==> config.mk <==
export PLATFORM = sky130hd
export DESIGN_NAME = irqc_top
export DESIGN_NICKNAME = d
export VERILOG_FILES = /design/src/rtl/irqc_pkg.sv /design/src/rtl/irqc_edge_cap.sv /design/src/rtl/irqc_rank.sv /design/src/rtl/irqc_top.sv
export SDC_FILE = /design/constraint.sdc
export NUM_CORES = 1
export LEC_CHECK = 0
export BUFFER_PORTS_ARGS = -buffer_cell sky130_fd_sc_hd__clkbuf_2
export CAP_MARGIN = 5
export CELL_PAD_IN_SITES_DETAIL_PLACEMENT = 0
export CELL_PAD_IN_SITES_GLOBAL_PLACEMENT = 1
export CORE_ASPECT_RATIO = 0.5
export CORE_MARGIN = 2
export CORE_UTILIZATION = 45
export DETAILED_ROUTE_END_ITERATION = 8
export GPL_ROUTABILITY_DRIVEN = 1
export PLACE_DENSITY_LB_ADDON = 0.1
export SYNTH_ARGS = -nofsm -noshare
export SYNTH_HDL_FRONTEND = slang
export SYNTH_SLANG_ARGS = --single-unit
==> constraint.sdc <==
create_clock -name clk -period 5.3 [get_ports clk]
set_input_delay 0.795 -clock clk [delete_from_list [all_inputs] [get_ports clk]]
set_output_delay 0.795 -clock clk [all_outputs]
set_load 0.02 [all_outputs]
==> src/rtl/irqc_pkg.sv <==
package irqc_pkg;
  localparam int LINES  = 8;
  localparam int IDX_W  = $clog2(LINES);
  localparam int DATA_W = 8;
  localparam int VB_W   = DATA_W - IDX_W;

  typedef enum logic [1:0] {
    ST_NORMAL = 2'd0,
    ST_BASE   = 2'd1,
    ST_CASC   = 2'd2,
    ST_FOURTH = 2'd3
  } init_st_e;
endpackage

==> src/rtl/irqc_edge_cap.sv <==
module irqc_edge_cap #(
  parameter int N = 8
) (
  input  logic         clk,
  input  logic         rst,
  input  logic [N-1:0] lines_in,
  output logic [N-1:0] rise
);
  logic [N-1:0] last_q;

  always_ff @(posedge clk) begin
    if (rst) last_q <= '0;
    else     last_q <= lines_in;
  end

  assign rise = lines_in & ~last_q;
endmodule

==> src/rtl/irqc_rank.sv <==
// Rank of the best set bit of vec, counted circularly from line base.
// Returns N when vec is empty.
module irqc_rank #(
  parameter int N = 8,
  localparam int W = $clog2(N)
) (
  input  logic [N-1:0] vec,
  input  logic [W-1:0] base,
  output logic [W:0]   rank
);
  always_comb begin
    rank = (W+1)'(N);
    for (int k = N - 1; k >= 0; k--) begin
      if (vec[W'(base + W'(k))]) rank = (W+1)'(k);
    end
  end
endmodule

==> src/rtl/irqc_top.sv <==
module irqc_top
  import irqc_pkg::*;
(
  input  logic              clk,
  input  logic              rst,
  input  logic [LINES-1:0]  irq_in,
  input  logic              wr_en,
  input  logic              rd_en,
  input  logic              addr,
  input  logic [DATA_W-1:0] wr_data,
  output logic [DATA_W-1:0] rd_data,
  input  logic              ack,
  output logic [DATA_W-1:0] vector,
  output logic              int_out
);
  logic [LINES-1:0]  irr_q, imr_q, isr_q;
  logic [LINES-1:0]  irr_d, imr_d, isr_d;
  logic [IDX_W-1:0]  base_q, base_d;
  logic [VB_W-1:0]   vbase_q, vbase_d;
  logic              rdsel_q, rdsel_d, poll_q, poll_d, smm_q, smm_d;
  logic              aeoi_q, aeoi_d, rot_q, rot_d, fnm_q, fnm_d;
  logic              need4_q, need4_d, single_q, single_d;
  init_st_e          st_q, st_d;
  logic [DATA_W-1:0] rd_q, rd_d, vec_q, vec_d;
  logic              int_q, int_d;
  logic              in_normal;

  logic [LINES-1:0]  rise;
  logic [LINES-1:0]  cur_vec;
  logic [IDX_W:0]    pend_rank, cur_rank, eoi_rank;
  logic [IDX_W-1:0]  pend_line, eoi_line;
  logic              fire;

  irqc_edge_cap #(.N(LINES)) u_edge (
    .clk(clk), .rst(rst), .lines_in(irq_in), .rise(rise)
  );

  // Shielded in-service view used to decide whether a request may preempt.
  always_comb begin
    cur_vec = isr_q;
    if (smm_q) cur_vec = cur_vec & ~imr_q;
    if (fnm_q) cur_vec[2] = 1'b0;
  end

  irqc_rank #(.N(LINES)) u_pend (.vec(irr_q & ~imr_q), .base(base_q), .rank(pend_rank));
  irqc_rank #(.N(LINES)) u_cur  (.vec(cur_vec),        .base(base_q), .rank(cur_rank));
  irqc_rank #(.N(LINES)) u_eoi  (.vec(isr_q),          .base(base_q), .rank(eoi_rank));

  assign pend_line = base_q + pend_rank[IDX_W-1:0];
  assign eoi_line  = base_q + eoi_rank[IDX_W-1:0];
  assign fire      = (pend_rank < cur_rank);
  assign in_normal = (st_q == ST_NORMAL);

  always_comb begin
    irr_d    = irr_q | rise;
    imr_d    = imr_q;
    isr_d    = isr_q;
    base_d   = base_q;
    vbase_d  = vbase_q;
    rdsel_d  = rdsel_q;
    poll_d   = poll_q;
    smm_d    = smm_q;
    aeoi_d   = aeoi_q;
    rot_d    = rot_q;
    fnm_d    = fnm_q;
    need4_d  = need4_q;
    single_d = single_q;
    st_d     = st_q;
    rd_d     = rd_q;
    vec_d    = vec_q;
    int_d    = fire;

    if (wr_en) begin
      if (!addr) begin
        if (wr_data[4]) begin
          irr_d    = '0;
          imr_d    = '0;
          isr_d    = '0;
          base_d   = '0;
          vbase_d  = '0;
          rdsel_d  = 1'b0;
          poll_d   = 1'b0;
          smm_d    = 1'b0;
          aeoi_d   = 1'b0;
          rot_d    = 1'b0;
          fnm_d    = 1'b0;
          need4_d  = wr_data[0];
          single_d = wr_data[1];
          st_d     = ST_BASE;
          int_d    = 1'b0;
        end else if (wr_data[3]) begin
          if (wr_data[2]) poll_d  = 1'b1;
          if (wr_data[1]) rdsel_d = wr_data[0];
          if (wr_data[6]) smm_d   = wr_data[5];
        end else begin
          case (wr_data[7:5])
            3'd0: rot_d = 1'b0;
            3'd4: rot_d = 1'b1;
            3'd1, 3'd5: begin
              if (!eoi_rank[IDX_W]) begin
                isr_d[eoi_line] = 1'b0;
                if (wr_data[7]) base_d = eoi_line + IDX_W'(1);
              end
            end
            3'd3: isr_d[wr_data[IDX_W-1:0]] = 1'b0;
            3'd6: base_d = wr_data[IDX_W-1:0] + IDX_W'(1);
            3'd7: begin
              isr_d[wr_data[IDX_W-1:0]] = 1'b0;
              base_d = wr_data[IDX_W-1:0] + IDX_W'(1);
            end
            default: ;
          endcase
        end
      end else if (in_normal) begin
        imr_d = wr_data;
      end else begin
        case (st_q)
          ST_BASE: begin
            vbase_d = wr_data[DATA_W-1:IDX_W];
            if (!single_q)   st_d = ST_CASC;
            else if (need4_q) st_d = ST_FOURTH;
            else              st_d = ST_NORMAL;
          end
          ST_CASC:   st_d = need4_q ? ST_FOURTH : ST_NORMAL;
          ST_FOURTH: begin
            fnm_d  = wr_data[4];
            aeoi_d = wr_data[1];
            st_d   = ST_NORMAL;
          end
          default: st_d = ST_NORMAL;
        endcase
      end
    end else if (rd_en) begin
      if (poll_q) begin
        poll_d = 1'b0;
        if (fire) begin
          rd_d             = DATA_W'(pend_line);
          irr_d[pend_line] = 1'b0;
          isr_d[pend_line] = 1'b0;
        end else begin
          rd_d = DATA_W'(LINES - 1);
        end
      end else if (addr) begin
        rd_d = imr_q;
      end else begin
        rd_d = rdsel_q ? isr_q : irr_q;
      end
    end else if (ack) begin
      if (fire) begin
        vec_d            = {vbase_q, pend_line};
        irr_d[pend_line] = 1'b0;
        if (aeoi_q) begin
          if (rot_q) base_d = pend_line + IDX_W'(1);
        end else begin
          isr_d[pend_line] = 1'b1;
        end
      end else begin
        vec_d = {vbase_q, IDX_W'(LINES - 1)};
      end
    end
  end

  always_ff @(posedge clk) begin
    if (rst) begin
      irr_q    <= '0;
      imr_q    <= '0;
      isr_q    <= '0;
      base_q   <= '0;
      vbase_q  <= '0;
      rdsel_q  <= 1'b0;
      poll_q   <= 1'b0;
      smm_q    <= 1'b0;
      aeoi_q   <= 1'b0;
      rot_q    <= 1'b0;
      fnm_q    <= 1'b0;
      need4_q  <= 1'b0;
      single_q <= 1'b0;
      st_q     <= ST_NORMAL;
      rd_q     <= '0;
      vec_q    <= '0;
      int_q    <= 1'b0;
    end else begin
      irr_q    <= irr_d;
      imr_q    <= imr_d;
      isr_q    <= isr_d;
      base_q   <= base_d;
      vbase_q  <= vbase_d;
      rdsel_q  <= rdsel_d;
      poll_q   <= poll_d;
      smm_q    <= smm_d;
      aeoi_q   <= aeoi_d;
      rot_q    <= rot_d;
      fnm_q    <= fnm_d;
      need4_q  <= need4_d;
      single_q <= single_d;
      st_q     <= st_d;
      rd_q     <= rd_d;
      vec_q    <= vec_d;
      int_q    <= int_d;
    end
  end

  assign rd_data = rd_q;
  assign vector  = vec_q;
  assign int_out = int_q;
endmodule

==> flow_summary.yaml, run 1 <==
status:
  status: "finished clean"
clock_network:
  clk_pin_slew_worst_paths_ns: 0.06
  ctsHoldBuffers: 0
  postCtsSetupBuffers: 0
  cts-buffers-inserted: 9
  root_buffer: "clkbuf_16"
  clock_latency_ns: 0.34
  numClockSinks: 67
  htree_levels: 3
  clockBufferDepth: 2
  tritoncts: "built"
  cts_resized: 0
power:
  p_per_area_nw_per_um2: 424.4
  power.share.sequential: 0.267
  p_clk_frac: 0.243
  power.switching_uw: 1039
  swShare: 0.4257
  p_leak_uw: 0.002183
  comb_power_share: 0.490
  p_int_uw: 1402
  irDropWorstVdd_uv: 219.0
timing:
  finalSetupTns_ns: 0
  finalCriticalPeriod_ns: 4.869
  worstMarginPinSlew_ns: 0.9319
  drv_slew: 0
  max_slew_margin: 0.3764
  fin_crit_sh: 0.9186
  fmax_ghz: 0.2054
  rsz0062_at_grt: "false"
  skew_ns: 0.008261
  hold_viol_final: 0
  setup_viol: 0
  setup_slack_ns: 0.4312
setup_path:
  criticalPathCategory: "reg2reg"
  end_kind: "flip-flop"
  arrival_ns: 5.15
  crit_path_start_kind: "flip-flop"
  cp_max_fo: 19
  crit_required_ns: 5.58
detailed_routing:
  via_count: 4989
  wl_per_cell_um: 20.34
  dr.pass1.iters: 5
  ant_nets: 0
  route.detailed.drc: 0
  initialDrtViolationCount: 392
  vias_per_cell: 6.275
  finalWirelength_um: 16170
floorplan:
  initial_core_util: 0.4694
  dieArea_um2: 12560
  die_y_um: 80.25
  num_rows: 27
  die_w_um: 156.5
  core_um2: 11150
  pin_count: 39
place:
  placed_area_um2: 5458
  dp_slack_ns: 0.4613
  port_buffers: 38
  routabilityCongestion: 0.8928
  hpwl_um: 11940
min_path:
  min_path_type: "reg2reg"
logic_synthesis:
  avgSynthCellArea_um2: 8.240
  yosys.area.top_type: "dfxtp_1"
  synth-edff-count: 0
  synth_cells: 635
  yosys.area.top_type_share: 0.2563
  ys.flop_type: "dfxtp_1"
  synth_seq_cells: 67
  synthesis.nets: 672
  synth_area_leaders: "dfxtp_1 26%, mux2i_1 7.1%, mux4_2 6.5%"
  async_flop_share: 0
  syn_area_um2: 5233
  seq_area_frac_synth: 0.2563
  yosys_warnings: 0
  synth.distinct_cells: 71
cells_and_area:
  antennaDiodeCount: 0
  postLayoutCellArea_um2: 5752
  fin_nets: 683
  mostFrequentLayoutCells: "66 x dfxtp_1, 60 x nor2_1, 49 x nand2_1, 49 x a21oi_1, 38 x clkbuf_2"
  fill_cells: 1106
  final_common_cell: "dfxtp_1"
  drive_gt1_frac: 0.1600
  syn2layout_area_growth_pct: 9.924
grt:
  grt_usage: 0.2674
  grt_pass1_vias: 4602
  antenna_found_initial: 0
  grt_max_degree: 53
  grt_pass1_wl_um: 25660
  gr-total-overflow: 0
flow_run:
  max-cap-violations: 0
==> final timing paths <==
kind | start | to | slack [ns] | cells past startpoint
max | base_q[0]$_SDFFE_PP0P_ | base_q[2]$_SDFFE_PP0P_ | 0.43 | 15
min | vbase_q[4]$_SDFFE_PP0P_ | vbase_q[4]$_SDFFE_PP0P_ | 0.45 | 2
max reg2reg | base_q[0]$_SDFFE_PP0P_ | base_q[2]$_SDFFE_PP0P_ | 0.43 | 15
min reg2reg | vbase_q[4]$_SDFFE_PP0P_ | vbase_q[4]$_SDFFE_PP0P_ | 0.45 | 2
==> critical path, stage by stage, from the launching register on <==
cell and delay, ns:
dfxtp_2 0.58, inv_2 0.18, ha_1 0.66, buf_4 0.28, mux2_2 0.37, mux4_2 0.52, nor2_1 0.22, nand2_1 0.08
o22ai_1 0.23, fa_1 0.51, mux2_2 0.29, ha_1 0.24, nor4b_1 0.30, a21oi_1 0.07, o2111ai_1 0.12, a32o_1 0.15
==> layout make-up <==
class,count,area (um2),share of cell area
multi-input cells,499,3597,0.6254
inverters,23,86.33,0.01501
clock inverters,4,51.30,0.008919
well taps,145,181.4,0.03154
clock buffers,11,242.7,0.04220
flip-flops and latches,67,1343,0.2334
repair buffers,46,250.2,0.04351
==> metrics by stage <==
step	util	hold WS, ns	instances	power, uW
finish	0.5159	0.4547	795	2441
global route	0.5159	0.4831	795	2606
CTS	0.5159	0.4553	795	2425
detailed placement	0.4896	0.4474	780	1827
global placement	0.4896	0.4448	780	1819
floorplan	-	0.4316	635	1519
==> power groups by stage <==
stage / sequential [uW] / clock [uW] / combinational, uW
final: 651 / 594 / 1200
after floorplan: 592 / 0 / 927
after global placement: 657 / 0 / 1160
after global routing: 656 / 626 / 1320
after CTS: 648 / 601 / 1180
after detailed placement: 658 / 0 / 1170
==> layer usage <==
metal  up-vias  routed length, um  global-route usage  share of wire
met5         -                  0                   0              0
met4         0                 96             0.04312         0.0059
met3        12               1243             0.05559          0.077
met2       181               6785              0.3952           0.42
met1      2408               8047              0.4025           0.50
li1       2388                  -                   -              -
==> kinds of logic after synthesis <==
family / after synthesis / synth area share
buffers and inverters: 69 / 0.05619
adders and majority gates: 15 / 0.03874
AOI/OAI and AO/OA: 194 / 0.2525
DFF: 67 / 0.2563
xor gates and xnor gates: 8 / 0.01770
and+or+nand+nor: 210 / 0.1958
muxes: 72 / 0.1827
==> Yosys cell counts (all sizes together) (3+ instances only) <==
cell     instances
a211oi          22
a21o             6
a21oi           50
a221oi           8
a22oi           17
a31oi           12
and2             6
and3             7
buf             17
clkbuf          29
dfxtp           67
ha              13
inv             22
mux2            19
mux2i           37
mux4            16
nand2           49
nand2b          13
nand3           15
nor2            60
nor2b           20
nor3            19
nor4             4
nor4b            3
o2111ai          5
o21a             4
o21ai           37
o21ba            4
o221a            3
o22ai            4
o32ai            3
or2              4
xnor2            5
xor2             3
Note: power is estimated with default switching activity, not from simulation.
==> run 2, diff against run 1 <==
--- a/config.mk
+++ b/config.mk
@@ -5,16 +5,18 @@
 export SDC_FILE = /design/constraint.sdc
 export NUM_CORES = 1
 export LEC_CHECK = 0
+export ABC_AREA = 1
 export BUFFER_PORTS_ARGS = -buffer_cell sky130_fd_sc_hd__clkbuf_2
 export CAP_MARGIN = 5
 export CELL_PAD_IN_SITES_DETAIL_PLACEMENT = 0
 export CELL_PAD_IN_SITES_GLOBAL_PLACEMENT = 1
 export CORE_ASPECT_RATIO = 0.5
 export CORE_MARGIN = 2
-export CORE_UTILIZATION = 45
+export CORE_UTILIZATION = 42
 export DETAILED_ROUTE_END_ITERATION = 8
 export GPL_ROUTABILITY_DRIVEN = 1
 export PLACE_DENSITY_LB_ADDON = 0.1
+export RECOVER_POWER = 50
 export SYNTH_ARGS = -nofsm -noshare
 export SYNTH_HDL_FRONTEND = slang
 export SYNTH_SLANG_ARGS = --single-unit
==> run 2 against run 1 <==
Effect of this change: the flow now finishes with violations (capacitance limit, slew limit); area after synthesis down 8.9%; register-to-register slack better by 0.71 ns; die area down 2.3%; synthesized cell count up 24%; via count up 5.6%; worst hold slack better by 0.0096 ns; routed wire length down 2.9%; flip-flop and latch count unchanged; critical endpoint unchanged; highest routed layer unchanged.
==> flow_summary.yaml, run 2 <==
status:
  status: "finished, violations left"
  violations: "capacitance limit, slew limit"
place:
  hpwl_um: 12480
  port_buffers: 38
  routabilityCongestion: 0.9156
grt:
  busiest_layer: "met1"
  grt_pass1_vias: 4640
  grt_max_degree: 35
  gr-total-overflow: 0
  grt_util_met2: 0.3897
  grtUsageMet3: 0.05404
  grt_pass1_wl_um: 25160
  grt_usage: 0.2677
  use_met1: 0.4093
  antenna_found_initial: 0
logic_synthesis:
  ys.flop_type: "dfxtp_1"
  synthTopCellsByCount: "205 x nand2_1, 96 x inv_1, 89 x nand3_1"
  synthesis.nets: 826
  synth_most_common_cell: "nand2_1"
  synth.distinct_cells: 43
  synth_cells: 789
  synth_seq_cells: 67
  yosys_warnings: 0
  synth-edff-count: 0
  yosys.area.top_type_share: 0.2814
  syn_area_um2: 4767
  avgSynthCellArea_um2: 6.042
  yosys.area.top_type: "dfxtp_1"
  seq_area_frac_synth: 0.2814
  synth_area_leaders: "dfxtp_1 28%, nand2_1 16%, nand3_1 9.3%"
  async_flop_share: 0
cells_and_area:
  fin_nets: 852
  mostFrequentLayoutCells: "205 x nand2_1, 96 x inv_1, 89 x nand3_1, 83 x nor2_1"
  antennaDiodeCount: 0
  syn2layout_area_growth_pct: 12.83
  final_common_cell: "nand2_1"
  drive_gt1_frac: 0.06220
setup_path:
  r2r_slack_ns: 1.14
  worstSetupStartpoint: "base_q[1]$_SDFFE_PP0P_"
  criticalPathCategory: "reg2reg"
  end_kind: "flip-flop"
  crit_required_ns: 5.51
  reg2reg_from: "base_q[1]$_SDFFE_PP0P_"
  arrival_ns: 4.38
  cp_max_fo: 13
  crit_path_start_kind: "flip-flop"
clock_network:
  clockBufferDepth: 2
  htree_levels: 3
  ctsHoldBuffers: 0
  clock_latency_ns: 0.34
  postCtsSetupBuffers: 0
  cts_resized: 0
  clk_pin_slew_worst_paths_ns: 0.06
  tritoncts: "built"
  numClockSinks: 67
  root_buffer: "clkbuf_16"
  cts-buffers-inserted: 9
detailed_routing:
  route.detailed.drc: 0
  vias_per_cell: 5.457
  initialDrtViolationCount: 419
  dr.pass1.iters: 5
  via_count: 5266
  finalWirelength_um: 15700
  ant_nets: 0
  wl_per_cell_um: 16.27
timing:
  hold_viol_final: 0
  skew_ns: 0.008767
  worstMarginPinSlew_ns: 1.534
  setup_viol: 0
  finalCriticalPeriod_ns: 4.163
  max_slew_margin: -0.02277
  finalSetupTns_ns: 0
  fin_crit_sh: 0.7855
  whs_ns: 0.4643
  fmax_ghz: 0.2402
  drv_slew: 35
  rsz0062_at_grt: "false"
floorplan:
  die_w_um: 154.7
  core_um2: 11010
  die_y_um: 79.34
  dieArea_um2: 12270
  num_rows: 27
  initial_core_util: 0.4329
  pin_count: 39
min_path:
  hold_start: "rd_data[5]$_SDFFE_PP0P_"
  min_path_type: "reg2reg"
flow_run:
  max-cap-violations: 1
[run 2: cell types whose count changed after synthesis, moves of 23 or more]
| cell | before | now |
|---|---|---|
| inv_1 | 20 | 96 |
| mux2i_1 | 37 | 0 |
| nand2_1 | 49 | 205 |
| nand3_1 | 15 | 89 |
| nor2_1 | 60 | 83 |
| o21ai_0 | 32 | 67 |
[run 2: per-layer routing]
metal,part of all wire,vias up
li1,-,2635
met1,0.50,2409
met2,0.40,213
met3,0.090,9
met4,0.0051,0
met5,0,-
[run 2: metrics by stage]
stage,instances,cell area [um2],worst slack (ns),util
floorplan,789,4767,1.451,-
global placement,949,5031,1.295,0.4568
detailed placement,949,5031,1.208,0.4568
CTS,965,5403,1.195,0.4906
global route,965,5379,0.6133,0.4884
finish,965,5379,1.137,0.4884
[run 2: final cells by class]
cell class / count / area [um2]
clock buffers: 9 / 225.2
well taps: 145 / 181.4
multi-input cells: 593 / 2912
clock inverters: 7 / 146.4
flip-flops and latches: 67 / 1341
fillers: 1194 / 5634
inverters: 104 / 391.6
repair buffers: 40 / 181.4
[run 2: cells by family (layout without fill, tap and decap cells)]
| logic type | count (synthesis) | after routing | share of synthesized area |
|---|---|---|---|
| AO/OA/AOI/OAI | 168 | 168 | 0.1974 |
| flip-flops | 67 | 67 | 0.2814 |
| XOR/XNOR | 6 | 6 | 0.01417 |
| adder cells (fa/ha/maj) | 15 | 15 | 0.04252 |
| AND/OR/NAND/NOR | 404 | 404 | 0.3567 |
| buffers and inverters | 129 | 160 | 0.1079 |
[run 2: critical path, cell delays in order (launching register included)]
cell	delay, ns
dfxtp_1	0.31
inv_1	0.29
ha_1	0.43
inv_1	0.33
o21ai_0	0.20
nand2_1	0.08
a21boi_1	0.25
inv_1	0.06
o21ai_0	0.14
nand2_1	0.06
nand2_1	0.05
nand2_1	0.05
a21boi_0	0.21
ha_1	0.21
fa_1	0.50
nand2_1	0.10
o21ai_0	0.09
ha_1	0.20
inv_1	0.06
nand2_1	0.05
nand2_1	0.05
o21ai_0	0.06
o21ai_0	0.20
a21oi_1	0.06
[run 2: path summary, 6_finish.rpt]
| check | cells after the start | end |
|---|---|---|
| hold reg to reg | 2 | rd_data[5]$_SDFFE_PP0P_ |
| hold / removal | 2 | rd_data[5]$_SDFFE_PP0P_ |
| setup reg to reg | 23 | base_q[2]$_SDFFE_PP0P_ |
| setup / recovery | 23 | base_q[2]$_SDFFE_PP0P_ |
Power of run 2 is not shown: default switching activity piles up to over one toggle a cycle in this logic, so the estimate is an artifact.
==> run 3, diff against run 2 <==
==> constraint.sdc (replaced) <==
create_clock -name clk -period 4.3 [get_ports clk]
set_input_delay 0.645 -clock clk [delete_from_list [all_inputs] [get_ports clk]]
set_output_delay 0.645 -clock clk [all_outputs]
set_load 0.02 [all_outputs]
==> run 3 against run 2 <==
Effect of this change: the flow still finishes with violations (capacitance limit, slew limit); design area stayed put; die area stayed put; clock skew is 0.0012 ns higher; routed wire length is 4.0% higher; clock-buffer cell count is 1 higher; first-iteration DRC count is 4.3% higher; register-to-register slack worse by 0.68 ns.
==> flow_summary.yaml, run 3 (synthesized netlist as in run 2, its figures left out) <==
status:
  status: "finished, violations left"
  violations: "capacitance limit, slew limit"
timing:
  max_slew_margin: -0.06940
  drv_slew: 35
  hold_viol_final: 0
  fin_crit_sh: 0.8943
  finalCriticalPeriod_ns: 3.846
  rsz0062_at_grt: "false"
  fmax_ghz: 0.2600
  setup_viol: 0
  finalSetupTns_ns: 0
  skew_ns: 0.009996
  worstMarginPinSlew_ns: 1.604
setup_path:
  crit_path_start_kind: "flip-flop"
  cp_max_fo: 34
  crit_required_ns: 4.53
  criticalPathCategory: "reg2reg"
  worstSetupStartpoint: "base_q[0]$_SDFFE_PP0P_"
  arrival_ns: 4.08
  end_kind: "flip-flop"
  reg2reg_from: "base_q[0]$_SDFFE_PP0P_"
detailed_routing:
  ant_nets: 0
  initialDrtViolationCount: 437
  via_count: 5240
  finalWirelength_um: 16320
  route.detailed.drc: 0
  wl_per_cell_um: 16.82
  vias_per_cell: 5.402
  dr.pass1.iters: 5
floorplan:
  dieArea_um2: 12270
  num_rows: 27
  die_y_um: 79.34
  die_w_um: 154.7
  core_um2: 11010
  initial_core_util: 0.4329
  pin_count: 39
cells_and_area:
  fin_nets: 857
  drive_gt1_frac: 0.06788
  fill_cells: 1184
  antennaDiodeCount: 0
  syn2layout_area_growth_pct: 12.83
  mostFrequentLayoutCells: "205 x nand2_1, 96 x inv_1, 89 x nand3_1, 83 x nor2_1"
  final_common_cell: "nand2_1"
place:
  port_buffers: 38
  hpwl_um: 12890
  routabilityCongestion: 0.9207
clock_network:
  htree_levels: 3
  postCtsSetupBuffers: 0
  clock_latency_ns: 0.34
  cts-buffers-inserted: 9
  numClockSinks: 67
  root_buffer: "clkbuf_16"
  clockBufferDepth: 2
  clk_pin_slew_worst_paths_ns: 0.06
  ctsHoldBuffers: 0
  tritoncts: "built"
  cts_resized: 0
min_path:
  hold_start: "rd_data[7]$_SDFFE_PP0P_"
  min_path_type: "reg2reg"
grt:
  grt_usage: 0.2744
  grt_max_degree: 35
  gr-total-overflow: 0
  grt_pass1_vias: 4743
  antenna_found_initial: 0
  grt_pass1_wl_um: 25780
flow_run:
  max-cap-violations: 1
==> run 3: layer usage <==
layer  track usage  vias up  part of all wire
met2        0.4112      167              0.40
met3       0.04858       13             0.071
met4       0.04259        0            0.0088
li1              -     2656                 -
met5             0        -                 0
met1        0.4146     2404              0.52
==> run 3: layout make-up <==
type / instances / area (um2) / share of cell area
multi-input combinational: 593 / 2912 / 0.5413
clock buffer: 10 / 239.0 / 0.04443
clock inverter: 6 / 95.09 / 0.01768
sequential: 67 / 1341 / 0.2494
inverter: 104 / 391.6 / 0.07281
tap: 145 / 181.4 / 0.03373
timing repair buffer: 45 / 219.0 / 0.04071
==> run 3: metrics by stage <==
stage          utilization  area [um2]  setup slack [ns]  std cells  hold slack (ns)
6_report            0.4884        5379            0.4545        970           0.4636
5_1_grt             0.4884        5379          0.001090        970           0.4842
3_3_place_gp        0.4602        5069            0.5797        954           0.4542
3_5_place_dp        0.4602        5069            0.5291        954           0.4560
2_1_floorplan            -        4767            0.4511        789           0.4445
4_1_cts             0.4906        5403            0.4962        970           0.4652
==> run 3: path summary, 6_finish.rpt <==
| path | slack [ns] | depth (start not counted) | endpoint |
|---|---|---|---|
| max reg2reg | 0.45 | 25 | flip-flop |
| max | 0.45 | 25 | flip-flop |
| min reg2reg | 0.46 | 2 | rd_data[7]$_SDFFE_PP0P_ |
| min | 0.46 | 2 | rd_data[7]$_SDFFE_PP0P_ |
==> run 3: worst max-delay path, cell delays in order (launching register included) <==
cell and delay [ns]:
dfxtp_1 0.31, buf_4 0.24, ha_1 0.25, xnor2_1 0.43, nand2_1 0.11, nand2_1 0.12
nand2_1 0.06, nand2_1 0.05, nand2_1 0.04, nand2_1 0.05, nand2_1 0.04, nand2_1 0.09
inv_1 0.05, ha_1 0.18, fa_1 0.37, xor2_1 0.18, inv_1 0.06, nand2_1 0.06
and2_1 0.35, clkinv_2 0.15, nand3_1 0.13, nand2_1 0.06, nand4_1 0.12, nand2_1 0.07
nand2_1 0.07, nor2_1 0.05
Power of run 3 is left out for the same reason.
